File: src/rtl/trp_pkg.sv
package trp_pkg;
  localparam int unsigned PORTS_DEF = 4;
  localparam int unsigned WIDTH_DEF = 32;
endpackage

File: src/rtl/trp_rr_arb.sv
module trp_rr_arb #(
  parameter int unsigned N  = trp_pkg::PORTS_DEF,
  localparam int unsigned IW = (N > 1) ? $clog2(N) : 1
) (
  input  logic          clk_i,
  input  logic          rst_ni,
  input  logic [N-1:0]  req_i,
  input  logic          en_i,
  output logic [N-1:0]  gnt_o,
  output logic [IW-1:0] idx_o
);
  logic [IW-1:0] ptr_q;
  logic [IW-1:0] cand;
  logic          hit;

  always_comb begin
    hit   = 1'b0;
    idx_o = '0;
    cand  = '0;
    for (int k = 0; k < N; k++) begin
      cand = ptr_q + IW'(k);
      if (!hit && req_i[cand]) begin
        hit   = 1'b1;
        idx_o = cand;
      end
    end
    gnt_o = (hit && en_i) ? (N'(1) << idx_o) : '0;
  end

  always_ff @(posedge clk_i or negedge rst_ni) begin
    if (!rst_ni)            ptr_q <= '0;
    else if (hit && en_i)   ptr_q <= idx_o + IW'(1);
  end

  AST_GNT_ONEHOT: assert property (@(posedge clk_i) disable iff (!rst_ni)
    $onehot0(gnt_o));
  AST_GNT_REQ: assert property (@(posedge clk_i) disable iff (!rst_ni)
    (gnt_o & ~req_i) == '0);
endmodule

File: src/rtl/trp_stage.sv
module trp_stage #(
  parameter int unsigned DW = 8
) (
  input  logic          clk_i,
  input  logic          rst_ni,
  input  logic          en_i,
  input  logic          vld_i,
  input  logic [DW-1:0] dat_i,
  output logic          vld_o,
  output logic [DW-1:0] dat_o
);
  always_ff @(posedge clk_i or negedge rst_ni) begin
    if (!rst_ni) begin
      vld_o <= 1'b0;
      dat_o <= '0;
    end else if (en_i) begin
      vld_o <= vld_i;
      dat_o <= dat_i;
    end
  end
endmodule

File: src/rtl/tag_route_pipe.sv
module tag_route_pipe #(
  parameter int unsigned N = trp_pkg::PORTS_DEF,
  parameter int unsigned W = trp_pkg::WIDTH_DEF,
  localparam int unsigned TW = (N > 1) ? $clog2(N) : 1
) (
  input  logic                 clk_i,
  input  logic                 rst_ni,
  input  logic [N-1:0]         in_valid_i,
  input  logic [N-1:0][W-1:0]  in_a_i,
  input  logic [N-1:0][W-1:0]  in_b_i,
  output logic [N-1:0]         in_ready_o,
  output logic [N-1:0]         out_valid_o,
  output logic [N-1:0][W-1:0]  out_z_o,
  output logic [N-1:0][TW-1:0] out_mid_o,
  input  logic [N-1:0]         out_ready_i
);
  localparam int unsigned H  = W / 2;
  localparam int unsigned HW = W - H;
  localparam int unsigned D1 = TW + 2 * W;
  localparam int unsigned D2 = TW + H + 1 + 2 * HW;
  localparam int unsigned D3 = TW + W;

  logic          adv;
  logic [N-1:0]  gnt;
  logic [TW-1:0] gidx;

  logic          s1_v, s2_v, s3_v;
  logic [D1-1:0] s1_q;
  logic [D2-1:0] s2_d, s2_q;
  logic [D3-1:0] s3_d, s3_q;

  logic [TW-1:0] s1_tag, s2_tag, s3_tag;
  logic [W-1:0]  s1_a, s1_b, s3_z;
  logic [H:0]    lo_sum, s2_lo;
  logic [HW-1:0] s2_ahi, s2_bhi, hi_sum;

  // global advance: any stall at the exit freezes every stage
  assign adv = !s3_v || out_ready_i[s3_tag];

  trp_rr_arb #(.N(N)) u_arb (
    .clk_i (clk_i),
    .rst_ni(rst_ni),
    .req_i (in_valid_i),
    .en_i  (adv),
    .gnt_o (gnt),
    .idx_o (gidx)
  );

  assign in_ready_o = gnt & {N{rst_ni}};

  trp_stage #(.DW(D1)) u_s1 (
    .clk_i(clk_i), .rst_ni(rst_ni), .en_i(adv),
    .vld_i(|gnt), .dat_i({gidx, in_a_i[gidx], in_b_i[gidx]}),
    .vld_o(s1_v), .dat_o(s1_q)
  );

  assign s1_tag = s1_q[D1-1 -: TW];
  assign s1_a   = s1_q[2*W-1 -: W];
  assign s1_b   = s1_q[W-1:0];
  assign lo_sum = {1'b0, s1_a[H-1:0]} + {1'b0, s1_b[H-1:0]};
  assign s2_d   = {s1_tag, lo_sum, s1_a[W-1:H], s1_b[W-1:H]};

  trp_stage #(.DW(D2)) u_s2 (
    .clk_i(clk_i), .rst_ni(rst_ni), .en_i(adv),
    .vld_i(s1_v), .dat_i(s2_d),
    .vld_o(s2_v), .dat_o(s2_q)
  );

  assign s2_bhi = s2_q[HW-1:0];
  assign s2_ahi = s2_q[2*HW-1 -: HW];
  assign s2_lo  = s2_q[2*HW+H -: H+1];
  assign s2_tag = s2_q[D2-1 -: TW];
  assign hi_sum = s2_ahi + s2_bhi + HW'(s2_lo[H]);
  assign s3_d   = {s2_tag, hi_sum, s2_lo[H-1:0]};

  trp_stage #(.DW(D3)) u_s3 (
    .clk_i(clk_i), .rst_ni(rst_ni), .en_i(adv),
    .vld_i(s2_v), .dat_i(s3_d),
    .vld_o(s3_v), .dat_o(s3_q)
  );

  assign s3_tag = s3_q[D3-1 -: TW];
  assign s3_z   = s3_q[W-1:0];

  for (genvar n = 0; n < N; n++) begin : g_out
    logic hit;
    assign hit            = s3_v && (s3_tag == TW'(n));
    assign out_valid_o[n] = hit;
    assign out_z_o[n]     = hit ? s3_z : '0;
    assign out_mid_o[n]   = hit ? s3_tag : '0;

    AST_MID_MATCH: assert property (@(posedge clk_i) disable iff (!rst_ni)
      out_valid_o[n] |-> out_mid_o[n] == TW'(n));
  end

  AST_OUT_ONEHOT: assert property (@(posedge clk_i) disable iff (!rst_ni)
    $onehot0(out_valid_o));
  AST_IN_ONEHOT: assert property (@(posedge clk_i) disable iff (!rst_ni)
    $onehot0(in_ready_o));
  AST_STALL_NO_ADMIT: assert property (@(posedge clk_i) disable iff (!rst_ni)
    (|(out_valid_o & ~out_ready_i)) |-> in_ready_o == '0);
  AST_STALL_HOLD: assert property (@(posedge clk_i) disable iff (!rst_ni)
    (|(out_valid_o & ~out_ready_i)) |=> $stable(out_valid_o) && $stable(out_z_o));
endmodule

File: config.mk
export PLATFORM = sky130hd
export DESIGN_NAME = tag_route_pipe
export DESIGN_NICKNAME = d
export VERILOG_FILES = /design/src/rtl/trp_pkg.sv /design/src/rtl/trp_rr_arb.sv /design/src/rtl/trp_stage.sv /design/src/rtl/tag_route_pipe.sv
export SDC_FILE = /design/constraint.sdc
export NUM_CORES = 1
export LEC_CHECK = 0
export BUFFER_PORTS_ARGS = -buffer_cell sky130_fd_sc_hd__clkbuf_2
export CAP_MARGIN = 20
export CORE_AREA = 3 3 159 161
export CTS_BUF_LIST = sky130_fd_sc_hd__clkbuf_16
export CTS_CLUSTER_SIZE = 20
export DETAILED_ROUTE_END_ITERATION = 12
export DIE_AREA = 0 0 162 164
export GPL_TIMING_DRIVEN = 1
export PLACE_DENSITY = 0.7
export SYNTH_ARGS = -nofsm -noshare
export SYNTH_HDL_FRONTEND = slang
export SYNTH_SLANG_ARGS = --single-unit
File: constraint.sdc
create_clock -name clk_i -period 4.5 [get_ports clk_i]
set_clock_uncertainty 0.1 [all_clocks]
set_input_delay 0.225 -clock clk_i [delete_from_list [all_inputs] [get_ports clk_i]]
set_output_delay 0.225 -clock clk_i [all_outputs]
set_load 0.005 [all_outputs]
==> impl_metrics.yaml, run 1 <==
cells_and_area:
  fin_nets: 1772
  num_antenna_cells: 0
  utilization_pct: 54.4
  area_growth_pct: 31.8
  drive_gt1_share_pct: 31.0
worst_setup_path:
  rrSetupSlack_ns: 1.30
  critPathMaxFanout: 75
  endpoint_kind: "register"
  cp-endpoint: "u_s1.dat_o[29]"
  path_class: "register to register"
  worstSetupStartpointType: "register"
  critPathArrivalTime_ns: 3.40
  cp-startpoint: "u_arb.ptr_q[1]"
  r2r-end: "u_s1.dat_o[29]"
  r2r_start: "u_arb.ptr_q[1]"
  r2r_cells: 7
  cp.required_ns: 4.70
sta:
  rsz0062_at_grt: "false"
  timing.final.ws_setup_ns: 1.30
  hold_viol_final: 0
  tightest_slew_ns: 1.04
  max_slew_margin_pct: 30.8
  fin_crit_sh_pct: 71.2
  fin_setup_tns_ns: 0
  timing.fmax_mhz: 312
  slew_viol_final: 0
  setup_viol: 0
  fin_crit_ns: 3.20
power_and_ir_drop:
  p_per_area_nw_per_um2: 789
  leakagePower_uw: 0.00687
  ir_drop_uv: 366
die:
  start_util_pct: 41.2
  io_pins: 410
  chipWidth_um: 162
  design.die.area_um2: 26600
  dieHeight_um: 164
  core-area_um2: 24100
  row_count: 57
placed_design:
  globalplace.congestion: 0.819
  pre_cts_slack_ns: 1.48
  numPortBuffers: 405
  place_hpwl_um: 22100
global_route:
  antenna_found_initial: 0
  grt_pass1_vias: 8938
  grt_first_pass_wirelength_um: 46100
  track_usage_pct: 21.5
  grt_max_degree: 137
  grt_overflow: 0
synth:
  syn_avg_cell_area_um2: 9.18
  synth-seq-cells: 156
  synth_cells: 1083
  synth.area.top_cells: "dfrtp_1 39%, mux2i_1 13%, nand2_1 7.6%, and2_1 6.4%, o2bb2ai_1 5.6%"
  synth_top_area_cell: "dfrtp_1"
  yosysTopAreaCellShare_pct: 39.3
  yosysSeqAreaShare_pct: 39.3
  synthArstFlopShare_pct: 100
  syn_area_um2: 9940
  synth_edf_count: 0
  yosys_warnings: 0
  synth-main-ff-cell: "dfrtp_1"
  synth_cell_types: 57
clock_tree:
  post_cts_buffers: 0
  cts_tree: "yes"
  clock_tree.buffer_depth: 2
  worstSkewPairLatency_ns: 0.43
  clk_pin_slew_worst_paths_ns: 0.07
  htree_levels: 4
  clockRootBuffer: "clkbuf_16"
  cts_buffers: 17
  clock_sinks: 156
drt:
  ant_nets: 0
  routedWlPerCell_um: 16.2
  num_vias: 9330
  drc: 0
  drt_iter0_markers: 419
  wirelength_um: 29300
  first_pass_iters: 5
  via_per_inst: 5.15
run_status:
  status: "finished clean"
worst_hold_path:
  hp-class: "input pin to register"
run:
  drv_cap: 0
-- synth_stat cells, types with 2 or more instances --
cell type    n
a211oi_1     9
a41o_1       2
inv_1        7
or4_1        2
nand2b_1     6
o31ai_1      3
nor3_1       7
buf_2       22
dfrtp_1    156
nor2_1      23
ha_1        30
o2bb2ai_1   64
o211ai_1     4
mux2i_1    133
a22o_1       2
buf_1        5
nand3b_1     2
nor3b_1      4
o21a_1      10
fa_1         3
xor2_1       8
nand2_1    200
a211o_1      3
nor2b_1      3
nor4_1       3
o21ai_1     11
buf_6        7
nand3_1      7
and2_1     101
buf_4        9
xnor2_1     10
clkbuf_1    38
a21o_1      11
a21oi_1     88
and3_1      35
a21boi_1     2
nor4b_1      2
o21bai_1     3
o21ai_0     30
-- registers in the layout, summed over array words and instances (netlist names) --
signal and count:
u_s3.vld_o 1, u_s1.dat_o 66, u_arb.ptr_q 2, u_s1.vld_o 1, u_s2.dat_o 51, u_s3.dat_o 34
u_s2.vld_o 1
-- cells in the final DEF, fill, tap and decap left out, types with 9 or more instances in the layout --
cell	n
ha_1	30
dfrtp_1	156
and3_1	35
o21ai_1	11
clkbuf_2	404
xnor2_1	10
clkbuf_16	17
dlygate4sd3_1	31
o2bb2ai_1	64
o21a_1	10
mux2i_1	133
o21ai_0	30
nand2_1	200
a21o_1	11
nor2_1	20
a211oi_1	9
a21oi_1	87
and2_1	100
-- metrics by stage --
step | hold slack [ns] | cell area (um^2) | total power (uW) | instances
floorplan | -0.171 | 9950 | 7050 | 1086
global placement | 0.125 | 12100 | 8540 | 1745
detailed placement | 0.126 | 12100 | 8720 | 1745
CTS | 0.000307 | 13100 | 10400 | 1808
global route | 0.00429 | 13100 | 11300 | 1810
finish | 0.00834 | 13100 | 10300 | 1810
-- power breakdown --
| group | switching (uW) | total (uW) | internal, uW | leakage, uW |
|---|---|---|---|---|
| clock network | 660 | 1570 | 909 | 0.000317 |
| logic | 3370 | 5950 | 2580 | 0.00475 |
| registers | 640 | 2820 | 2180 | 0.00180 |
| total | 4670 | 10300 | 5670 | 0.00687 |
-- worst max-delay path, stage by stage (launching register included) --
cell and delay [ns]:
dfrtp_1 0.46, mux2i_1 0.23, o22ai_1 0.15, nor3b_4 0.71
buf_12 0.44, mux2i_1 0.25, dlygate4sd3_1 0.57, a21oi_1 0.06
-- worst min path at each step --
stage                     startpoint             end  slack, ns  cells past startpoint
after global routing      in_a_i[27]  u_s1.dat_o[59]      0.004                      3
final                     in_b_i[31]  u_s1.dat_o[31]      0.008                      3
after global placement        rst_ni  u_s3.dat_o[25]       0.13                      1
after floorplan               rst_ni  u_arb.ptr_q[0]      -0.17                      0
after CTS                 in_a_i[45]  u_s1.dat_o[45]     0.0003                      3
after detailed placement      rst_ni  u_s3.dat_o[25]       0.13                      1
-- cell families (layout without fill, tap and decap cells) --
| family | count (synthesis) | after routing | synth area share, % |
|---|---|---|---|
| and+or+nand+nor | 400 | 400 | 19.7 |
| AOI/OAI and AO/OA | 253 | 253 | 17.1 |
| DFF | 156 | 156 | 39.3 |
| muxes | 134 | 134 | 13.5 |
| buffers and inverters | 88 | 488 | 4.47 |
| adders and majority gates | 33 | 33 | 4.38 |
| xor gates and xnor gates | 18 | 18 | 1.59 |
| other | 1 | 4 | 0.0377 |
-- layout make-up --
class	instances	area, um^2
Clock inverter	15	220
Fill cell	2237	11000
Sequential cell	156	3900
Clock buffer	17	425
Tap cell	324	405
Inverter	7	26.3
Timing Repair Buffer	449	2490
Multi-Input combinational cell	842	5640
-- timing repair --
item                      in CTS  in global routing
hold endpoints to repair      72                  0
hold buffers                  31                  0
resized for setup              0                  0
-- routing by layer --
metal | GRT usage [%] | wire length [um]
met2 | 35.8 | 13700
met4 | 4.77 | 398
met1 | 29.8 | 13600
met3 | 3.38 | 1640
met5 | 0 | 0
(Power assumes the default switching activity.)
==> run 2, diff against run 1 <==
--- a/config.mk
+++ b/config.mk
@@ -13,7 +13,7 @@
 export DETAILED_ROUTE_END_ITERATION = 12
 export DIE_AREA = 0 0 162 164
 export GPL_TIMING_DRIVEN = 1
-export PLACE_DENSITY = 0.7
+export PLACE_DENSITY = 0.73
 export SYNTH_ARGS = -nofsm -noshare
 export SYNTH_HDL_FRONTEND = slang
 export SYNTH_SLANG_ARGS = --single-unit
==> constraint.sdc (replaced) <==
create_clock -name clk_i -period 2.6 [get_ports clk_i]
set_clock_uncertainty 0.1 [all_clocks]
set_input_delay 0.13 -clock clk_i [delete_from_list [all_inputs] [get_ports clk_i]]
set_output_delay 0.13 -clock clk_i [all_outputs]
set_load 0.005 [all_outputs]
==> impl_metrics.yaml, run 2 (synthesis gave the netlist of run 1 again) <==
cells_and_area:
  multi_input_area_um2: 5650
  largest_register_ffs: 66
  area.sequential_um2: 3910
  largest-register: "u_s1.dat_o"
  area_growth_pct: 49.6
  biggestRegsByFlops: "u_s1.dat_o x66, u_s2.dat_o x51, u_s3.dat_o x34"
  mostFrequentLayoutCells: "404 x clkbuf_2, 200 x nand2_1, 191 x dlygate4sd3_1, 155 x dfrtp_1, 133 x mux2i_1"
  fill_cells: 1947
  drive_gt1_share_pct: 29.2
  fin_nets: 1955
  design_area_um2: 14900
  final_common_cell: "clkbuf_2"
clock_tree:
  clock_tree.buffer_depth: 2
  cts_buffers: 17
  clockRootBuffer: "clkbuf_16"
  htree_levels: 4
  worstSkewPairLatency_ns: 0.43
  clock_sinks: 156
  clk_pin_slew_worst_paths_ns: 0.07
  cts_tree: "yes"
power_and_ir_drop:
  p_per_area_nw_per_um2: 1250
  p_total_uw: 18600
  leakagePower_uw: 0.00763
  ir_drop_uv: 533
placed_design:
  place_hpwl_um: 23000
  placed_cell_area_um2: 12300
  globalplace.congestion: 0.895
  numPortBuffers: 405
  pre_cts_slack_ns: -0.0193
worst_setup_path:
  critPathArrivalTime_ns: 2.68
  rrSetupSlack_ns: 0.13
  cpPeakStageDelay_ns: 0.38
  worstSetupStartpointType: "register"
  cp-endpoint: "u_s2.dat_o[42]"
  path_cells: "ha_2, fa_2, a21o_1, a211o_1, a41o_1, a21oi_2, nor4b_1, or3_1"
  cp.required_ns: 2.81
  critPathMaxFanout: 4
  path_class: "register to register"
  r2r-end: "u_s2.dat_o[42]"
  r2r_cells: 8
  r2r_start: "u_s1.dat_o[0]"
  endpoint_kind: "register"
  cp_slowest_cell: "dfrtp_1"
  cp-startpoint: "u_s1.dat_o[0]"
drt:
  drc: 0
  drt_iter0_markers: 750
  routedWlPerCell_um: 18.3
  wirelength_um: 36500
  first_pass_iters: 5
  via_per_inst: 5.28
  ant_nets: 0
  num_vias: 10500
worst_hold_path:
  hp-class: "input pin to register"
  min_path_cells: 4
global_route:
  grt_first_pass_wirelength_um: 56200
  grt_overflow: 0
  track_usage_pct: 26.6
  antenna_found_initial: 1
  grt_max_degree: 148
  grt_pass1_vias: 10600
sta:
  rsz0062_at_grt: "false"
  hold_viol_final: 0
  slew_viol_final: 0
  timing.final.ws_setup_ns: 0.130
  fin_crit_sh_pct: 95.0
  fin_setup_tns_ns: 0
  fin_crit_ns: 2.47
  setup_viol: 0
  max_slew_margin_pct: 44.4
  timing.fmax_mhz: 405
  tightest_slew_ns: 0.835
die:
  dieHeight_um: 164
  design.die.area_um2: 26600
  chipWidth_um: 162
  start_util_pct: 41.2
  io_pins: 410
  row_count: 57
  core-area_um2: 24100
run:
  drv_cap: 0
run_status:
  status: "finished clean"
==> run 2: cell type report <==
type	count	share of cell area, %
Clock inverter	15	1.04
Tap cell	324	2.73
Multi-Input combinational cell	842	38.0
Timing Repair Buffer	632	28.9
Clock buffer	17	2.86
Antenna cell	2	0.0336
Sequential cell	156	26.3
Inverter	7	0.177
==> run 2: per-layer routing <==
layer  GRT usage (%)  share of wire [%]  up-vias
li1                -                  -     4977
met1            34.7                 43     4900
met2            43.4                 46      548
met3            5.55                7.6      100
met4            10.6                3.3        0
met5               0                  0        -
==> run 2: what timing repair did <==
item | CTS | global route
gates cloned | 0 | 1
resized for setup | 1 | 6
hold buffers | 191 | 0
setup buffers | 1 | 1
endpoints found under the hold margin | 218 | 0
endpoints found under the setup margin | 4 | 13
pin swaps | 1 | 2
==> run 2: worst min-delay path by stage <==
stage	to	slack, ns	start
6_report	u_s1.dat_o[16]	0.01	in_b_i[112]
5_1_grt	u_s1.dat_o[41]	0.02	in_a_i[73]
4_1_cts	u_s1.dat_o[41]	0.0004	in_a_i[73]
3_5_place_dp	u_s3.dat_o[33]	-0.14	rst_ni
3_3_place_gp	u_s3.dat_o[33]	-0.14	rst_ni
2_1_floorplan	u_arb.ptr_q[0]	-0.27	rst_ni
==> run 2: critical path: cells and delay by family, from the launching register on <==
family / cells / cell delay, ns
flops: 1 / 0.38
compound gates: 4 / 0.90
simple gates: 2 / 0.43
fa+ha+maj: 2 / 0.54
==> run 2: per-stage QoR <==
stage | utilization [%] | hold WS [ns] | cells
global placement | 51.1 | -0.143 | 1767
floorplan | - | -0.266 | 1086
global route | 61.7 | 0.0198 | 1994
CTS | 61.5 | 0.000363 | 1991
detailed placement | 51.1 | -0.143 | 1767
finish | 61.7 | 0.0131 | 1995
==> run 2: report_power, final <==
| group | switching, uW | leakage [uW] | internal (uW) |
|---|---|---|---|
| clock | 1120 | 0.000289 | 1360 |
| sequential | 1140 | 0.00180 | 3780 |
| combinational | 6300 | 0.00554 | 4920 |
| total | 8560 | 0.00763 | 10100 |
